<file path="src/rtl/lsu_pkg.sv">
package lsu_pkg;

    typedef enum logic [1:0] {
        SZ_BYTE = 2'b00,
        SZ_HALF = 2'b01,
        SZ_WORD = 2'b10
    } size_e;

    typedef struct packed {
        logic  store;
        logic  uns;
        size_e size;
    } lsu_op_t;

    typedef enum logic [1:0] {
        ST_IDLE,
        ST_ISSUE,
        ST_WAIT,
        ST_FINISH
    } state_e;

    function automatic logic is_misaligned(input size_e sz, input logic [1:0] off);
        logic bad;
        bad = 1'b0;
        if (sz == SZ_HALF && off[0])        bad = 1'b1;
        if (sz == SZ_WORD && off != 2'b00)  bad = 1'b1;
        return bad;
    endfunction

endpackage

</file>
<file path="src/rtl/lsu_store_pack.sv">
module lsu_store_pack
    import lsu_pkg::*;
#(
    parameter int DATA_W = 32
) (
    input  logic                       is_store,
    input  size_e                      size,
    input  logic [$clog2(DATA_W/8)-1:0] offset,
    input  logic [DATA_W-1:0]          wdata_in,
    output logic [DATA_W-1:0]          wdata_out,
    output logic [DATA_W/8-1:0]        wstrb
);
    localparam int LANES = DATA_W / 8;
    localparam int OFF_W = $clog2(LANES);

    for (genvar i = 0; i < LANES; i++) begin : g_lane
        always_comb begin
            unique case (size)
                SZ_BYTE: begin
                    wdata_out[8*i +: 8] = wdata_in[7:0];
                    wstrb[i]            = is_store && (offset == OFF_W'(i));
                end
                SZ_HALF: begin
                    wdata_out[8*i +: 8] = wdata_in[8*(i%2) +: 8];
                    wstrb[i]            = is_store && ((offset >> 1) == OFF_W'(i/2));
                end
                default: begin
                    wdata_out[8*i +: 8] = wdata_in[8*i +: 8];
                    wstrb[i]            = is_store;
                end
            endcase
        end
    end

endmodule

</file>
<file path="src/rtl/lsu_load_extract.sv">
module lsu_load_extract
    import lsu_pkg::*;
#(
    parameter int DATA_W = 32
) (
    input  size_e                        size,
    input  logic                         uns,
    input  logic [$clog2(DATA_W/8)-1:0]  offset,
    input  logic [DATA_W-1:0]            rdata,
    output logic [DATA_W-1:0]            value
);
    localparam int OFF_W = $clog2(DATA_W/8);

    logic [DATA_W-1:0] shifted;
    logic              fill;

    always_comb begin
        shifted = rdata >> {offset, 3'b000};
        unique case (size)
            SZ_BYTE: begin
                fill  = uns ? 1'b0 : shifted[7];
                value = {{(DATA_W-8){fill}}, shifted[7:0]};
            end
            SZ_HALF: begin
                fill  = uns ? 1'b0 : shifted[15];
                value = {{(DATA_W-16){fill}}, shifted[15:0]};
            end
            default: begin
                fill  = 1'b0;
                value = rdata;
            end
        endcase
    end

endmodule

</file>
<file path="src/rtl/lsu_subword.sv">
module lsu_subword
    import lsu_pkg::*;
#(
    parameter int ADDR_W = 32,
    parameter int DATA_W = 32
) (
    input  logic                clk,
    input  logic                rst_n,
    input  logic                core_valid,
    output logic                core_ready,
    input  logic [3:0]          core_op,
    input  logic [ADDR_W-1:0]   core_addr,
    input  logic [DATA_W-1:0]   core_wdata,
    output logic                core_done,
    output logic [DATA_W-1:0]   core_rdata,
    output logic                core_err,
    output logic                req_valid,
    input  logic                req_ready,
    output logic [ADDR_W-1:0]   req_addr,
    output logic                req_we,
    output logic [DATA_W-1:0]   req_wdata,
    output logic [1:0]          req_size,
    output logic [DATA_W/8-1:0] req_wstrb,
    input  logic                rsp_valid,
    output logic                rsp_ready,
    input  logic [DATA_W-1:0]   rsp_rdata,
    input  logic                rsp_err
);
    localparam int LANES = DATA_W / 8;
    localparam int OFF_W = $clog2(LANES);

    state_e            state, state_nx;
    lsu_op_t           op_q;
    logic [ADDR_W-1:0] addr_q;
    logic [DATA_W-1:0] wdata_q;
    logic [DATA_W-1:0] result_q;
    logic              err_q;
    logic [DATA_W-1:0] load_val;
    lsu_op_t           op_in;
    logic              bad_in;

    assign op_in  = lsu_op_t'(core_op);
    assign bad_in = is_misaligned(op_in.size, core_addr[1:0]);

    lsu_store_pack #(.DATA_W(DATA_W)) u_pack (
        .is_store  (op_q.store),
        .size      (op_q.size),
        .offset    (addr_q[OFF_W-1:0]),
        .wdata_in  (wdata_q),
        .wdata_out (req_wdata),
        .wstrb     (req_wstrb)
    );

    lsu_load_extract #(.DATA_W(DATA_W)) u_extract (
        .size   (op_q.size),
        .uns    (op_q.uns),
        .offset (addr_q[OFF_W-1:0]),
        .rdata  (rsp_rdata),
        .value  (load_val)
    );

    // state register
    always_ff @(posedge clk) begin
        if (!rst_n) state <= ST_IDLE;
        else        state <= state_nx;
    end

    // transitions: accept, reject, granted, answered, retire
    always_comb begin
        state_nx = state;
        unique case (state)
            ST_IDLE:   if (core_valid) state_nx = bad_in ? ST_FINISH : ST_ISSUE;
            ST_ISSUE:  if (req_ready)  state_nx = ST_WAIT;
            ST_WAIT:   if (rsp_valid)  state_nx = ST_FINISH;
            ST_FINISH: state_nx = ST_IDLE;
            default:   state_nx = ST_IDLE;
        endcase
    end

    // access context and result
    always_ff @(posedge clk) begin
        if (!rst_n) begin
            op_q     <= '0;
            addr_q   <= '0;
            wdata_q  <= '0;
            result_q <= '0;
            err_q    <= 1'b0;
        end else begin
            if (state == ST_IDLE && core_valid) begin
                op_q     <= op_in;
                addr_q   <= core_addr;
                wdata_q  <= core_wdata;
                result_q <= '0;
                err_q    <= bad_in;
            end
            if (state == ST_WAIT && rsp_valid) begin
                err_q    <= rsp_err;
                result_q <= (rsp_err || op_q.store) ? '0 : load_val;
            end
        end
    end

    // outputs
    always_comb begin
        core_ready = (state == ST_IDLE);
        req_valid  = (state == ST_ISSUE);
        rsp_ready  = (state == ST_WAIT);
        core_done  = (state == ST_FINISH);
        core_rdata = result_q;
        core_err   = err_q;
        req_addr   = addr_q;
        req_we     = op_q.store;
        req_size   = op_q.size;
    end

    AST_REQ_HOLD: assert property (@(posedge clk) disable iff (!rst_n)
        req_valid && !req_ready |=> req_valid && $stable(req_addr) && $stable(req_wdata) && $stable(req_wstrb) && $stable(req_size));
    AST_SIZE_LEGAL: assert property (@(posedge clk) disable iff (!rst_n)
        req_valid |-> req_size != 2'b11);
    AST_LOAD_NO_STRB: assert property (@(posedge clk) disable iff (!rst_n)
        req_valid && !req_we |-> req_wstrb == '0);
    AST_BYTE_ONE_LANE: assert property (@(posedge clk) disable iff (!rst_n)
        req_valid && req_we && req_size == 2'b00 |-> $countones(req_wstrb) == 1);
    AST_RSP_TO_DONE: assert property (@(posedge clk) disable iff (!rst_n)
        rsp_valid && rsp_ready |=> core_done);
    AST_ERR_ZERO: assert property (@(posedge clk) disable iff (!rst_n)
        core_done && core_err |-> core_rdata == '0);
    AST_SINGLE_CHANNEL: assert property (@(posedge clk) disable iff (!rst_n)
        !(req_valid && rsp_ready));
    AST_DONE_PULSE: assert property (@(posedge clk) disable iff (!rst_n)
        core_done |=> !core_done);

endmodule

</file>
<file path="config.mk">
export PLATFORM = sky130hd
export DESIGN_NAME = lsu_subword
export DESIGN_NICKNAME = d
export VERILOG_FILES = /design/src/rtl/lsu_pkg.sv /design/src/rtl/lsu_store_pack.sv /design/src/rtl/lsu_load_extract.sv /design/src/rtl/lsu_subword.sv
export SDC_FILE = /design/constraint.sdc
export NUM_CORES = 1
export LEC_CHECK = 0
export BUFFER_PORTS_ARGS = -buffer_cell sky130_fd_sc_hd__buf_2
export CAP_MARGIN = 20
export CORE_AREA = 5 5 112 114
export DETAILED_ROUTE_END_ITERATION = 6
export DIE_AREA = 0 0 117 119
export PLACE_DENSITY_LB_ADDON = 0.05
export SETUP_SLACK_MARGIN = 0.05
export SLEW_MARGIN = 0
export SYNTH_ARGS = -nofsm -noshare
export SYNTH_HDL_FRONTEND = slang
export SYNTH_SLANG_ARGS = --single-unit
</file>
<file path="constraint.sdc">
create_clock -name clk -period 1.8 [get_ports clk]
set_input_delay 0.36 -clock clk [delete_from_list [all_inputs] [get_ports clk]]
set_output_delay 0.36 -clock clk [all_outputs]
set_load 0.02 [all_outputs]
</file>
==> flow_summary_export.csv <==
group,metric,value,unit
worst_hold_path,hold-path-cell-count,3,
cts,cts_hold_repair.buffers,0,
route,detail_route.iter0.violations,252,
sta,fmaxAchievable,549.8,MHz
grt,grt_pass1_vias,4728,
critical_path,rr_endpoint,"core_rdata[27]",
route,route.detailed.drc,0,
sta,finalWorstPathRequiredPeriod,1819,ps
critical_path,cp_cell_sequence,"nor2_4 -> buf_6 -> mux2_4 -> buf_6",
cts,cts_max_path_buffers,2,
cells_and_area,n_fill_cell,1047,
sta,setup-violations-final,5,
floorplanning,pin_count,214,
route,routed_wl,15020,um
floorplanning,design.core.area,11320,um^2
placement,dpl-instance-area,6171,um^2
route,antenna_violating_nets_post_route,0,
job,max-cap-violations,0,
cts,clock_latency,340,ps
critical_path,worstPathRequired,1440,ps
cts,cts_root_buffer,"clkbuf_16",
critical_path,setup.worst_path.start_class,"flip-flop",
cts,cts.reportedPaths.clkPinSlew,70,ps
cells_and_area,final_core_util,59.67,%
sta,drv_slew,0,
critical_path,cp_num_buf_inv,2,
sta,fin_hold_ws,262.0,ps
status,outcome,"finished, violations left",
route,post_drt_wl_per_cell,16.24,um
power,power_per_cell_area,1159,nW/um^2
grt,globalRouteOverflowTotal,0,
grt,groute.usage.overall,21.27,%
sta,final-hold-violation-count,0,
route,drtPass1Iterations,4,
critical_path,sort_of_element_at_the_end_of_the_critical_path,"output pin",
synth,synth.cell_area,4783,um^2
sta,fin_worst_skew,4.234,ps
synth,synth_cells,560,
critical_path,critical_path.most_common_cell,"buf_6",
grt,grt_first_pass_wirelength,23660,um
critical_path,critical-path-slowest-cell,"dfxtp_4",
critical_path,path_max_fanout,5,
placement,io_buffer_count,213,
critical_path,cp.arrival,1460,ps
placement,place.gp.congestion,0.8390,
placement,hpwl,11150,um
critical_path,rr_worst_depth,7,
floorplanning,die_area,13920,um^2
critical_path,critical_path.reg2reg.startpoint,"state[0]",
route,vias_per_cell,5.081,
sta,tightest_slew,663.5,ps
status,violations,"setup timing",
cts,cts_buffers,9,
critical_path,worst_path_largest_cell_delay,380,ps
cts,htreeDepth,3,
synth,synth_fp_nets,670,
sta,relSlewSlack,55.40,%
cells_and_area,finalInstanceArea,6755,um^2
sta,layout_worst_path_cycle_share,101.0,%
critical_path,cp_delay_by_family_top,"flip-flops",
cells_and_area,drive_above_1_share,41.36,%
grt,grt_antenna_before_repair,1,
worst_hold_path,hold_start,"core_wdata[23]",
critical_path,worstSetupPathType,"flip-flop to output pin",
cells_and_area,mostFrequentLayoutCell,"buf_2",
synth,synth-seq-area-share,43.11,%
power,vdd.ir_drop.worst,0.6104,mV
cts,clkSinkCount,103,
synth,syn_avg_cell_area,8.542,um^2
synth,yosys_warnings,0,
worst_hold_path,worstHoldPathType,"primary input to flip-flop",
cells_and_area,most-common-layout-cells,"194 x buf_2, 164 x nand2_1, 97 x dfxtp_1",
worst_hold_path,hold-path-endpoint,"wdata_q[23]",
cts,tritoncts,"done",
floorplanning,floorplan.die.width,117,um
critical_path,reg2reg_slack,30,ps
floorplanning,floorplan.rows,39,
synth,synth_seq_cells,103,
floorplanning,start_util,42.25,%
sta,tns,-72.94,ps
route,routed-via-count,4700,
cells_and_area,layout-area-overhead-vs-synth,41.22,%
cells_and_area,finalNetCount,886,
synth,synth.lib_cells_used.distinct,44,
sta,final_critical_path_setup_slack,-18.90,ps
grt,grt_start_max_net_pins,40,
placement,detailedPlace.worstSlack,-88.02,ps
floorplanning,die_height,119,um
sta,setup_repair_after_global_routing_missed_its_margin,"yes",
power,static-leakage-power,0.003079,uW
[flip-flops by register name, summed over array words and instances (netlist names)]
register	cells
req_we	1
req_addr	32
op_q	1
core_rdata	32
req_size	2
core_err	1
wdata_q	32
state	2
[report_power, final]
group          internal (uW)  total [uW]  switching (uW)
Sequential              2590        2810             222
Combinational           1300        3060            1770
Clock                   1110        1950             839
[worst register-to-register path: cells and delay by family (launching register included)]
family | cells | cell delay (ps)
and+or+nand+nor | 3 | 870
DFF | 1 | 330
buffers and inverters | 2 | 260
adders and majority gates | 1 | 140
AOI/OAI and AO/OA | 1 | 120
[synthesized netlist by cell type, drive strengths merged]
| cell type | instances | area [um^2] |
|---|---|---|
| nand4b | 1 | 8.760 |
| o2111ai | 1 | 8.760 |
| nand2 | 166 | 623.1 |
| a22oi | 1 | 7.510 |
| clkinv | 1 | 3.750 |
| clkbuf | 32 | 120.1 |
| a21oi | 19 | 95.09 |
| nor2b | 5 | 31.28 |
| ha | 4 | 50.05 |
| o221ai | 3 | 26.28 |
| mux2i | 17 | 170.2 |
| a31o | 1 | 8.760 |
| nor4 | 1 | 6.260 |
| or4b | 1 | 13.76 |
| a32o | 1 | 10.01 |
| mux2 | 16 | 180.2 |
| and2 | 3 | 18.77 |
| o22a | 1 | 8.760 |
| a211oi | 2 | 20.02 |
| a22o | 14 | 122.6 |
| nand3 | 1 | 5.000 |
| a32oi | 1 | 8.760 |
| xnor2 | 1 | 8.760 |
| nor2 | 6 | 25.03 |
| buf | 18 | 127.6 |
| o21a | 3 | 22.52 |
| o21ai | 32 | 160.2 |
| a21boi | 68 | 510.5 |
| or2 | 2 | 12.51 |
| and3b | 1 | 8.760 |
| nor4b | 2 | 32.53 |
| inv | 5 | 18.77 |
| nand2b | 9 | 56.30 |
| a221o | 16 | 171.4 |
| dfxtp | 103 | 2062 |
| xor2 | 1 | 8.760 |
| o311a | 1 | 10.01 |
[final cells by class]
cell class / count / area, um^2 / area share, %
clock inverters: 4 / 45.04 / 0.6668
repair buffers: 255 / 1615 / 23.91
clock buffers: 12 / 246.5 / 3.649
diodes: 1 / 2.502 / 0.03704
inverters: 6 / 30.03 / 0.4445
multi-input cells: 401 / 2557 / 37.86
well taps: 143 / 178.9 / 2.649
flip-flops and latches: 103 / 2079 / 30.78
[metal layers]
| metal | share of wire (%) | GRT usage, % | vias to the layer above | wire (um) |
|---|---|---|---|---|
| met5 | 0 | 0 | - | 0 |
| met4 | 2.1 | 8.315 | 0 | 317 |
| met3 | 8.2 | 6.136 | 22 | 1230 |
| met2 | 49 | 35.53 | 159 | 7407 |
| met1 | 40 | 25.53 | 2163 | 6068 |
| li1 | - | - | 2356 | - |
[cell families after synthesis]
kind of cell / synth area share (%)
and+or+nand+nor: 17.60
AOI/OAI and AO/OA: 24.90
DFF: 43.11
buffers and inverters: 5.650
muxes: 7.324
adders and majority gates: 1.046
xor gates and xnor gates: 0.3663
[timing repair]
| action | 4_1_cts | 5_1_grt |
|---|---|---|
| pin swaps | 2 | 4 |
| endpoints found under the setup margin | 50 | 50 |
| buffers inserted | 7 | 1 |
| resized for setup | 62 | 13 |
[stage by stage]
stage	instances	power, uW
6_report	925	7827
3_5_place_dp	901	5690
2_1_floorplan	560	4619
5_1_grt	925	8302
4_1_cts	924	7887
3_3_place_gp	901	5626
[worst max path at each step]
| stage | start | end | slack, ps | depth (start not counted) |
|---|---|---|---|---|
| 2_1_floorplan | state[0] | core_rdata[30] | -130 | 7 |
| 3_3_place_gp | state[0] | core_rdata[9] | -20 | 6 |
| 3_5_place_dp | state[0] | core_rdata[11] | -90 | 6 |
| 4_1_cts | req_size[1] | req_wdata[9] | -80 | 5 |
| 5_1_grt | req_size[1] | req_wdata[9] | -70 | 4 |
| 6_report | req_size[1] | req_wdata[14] | -20 | 4 |
(Power assumes the default switching activity.)
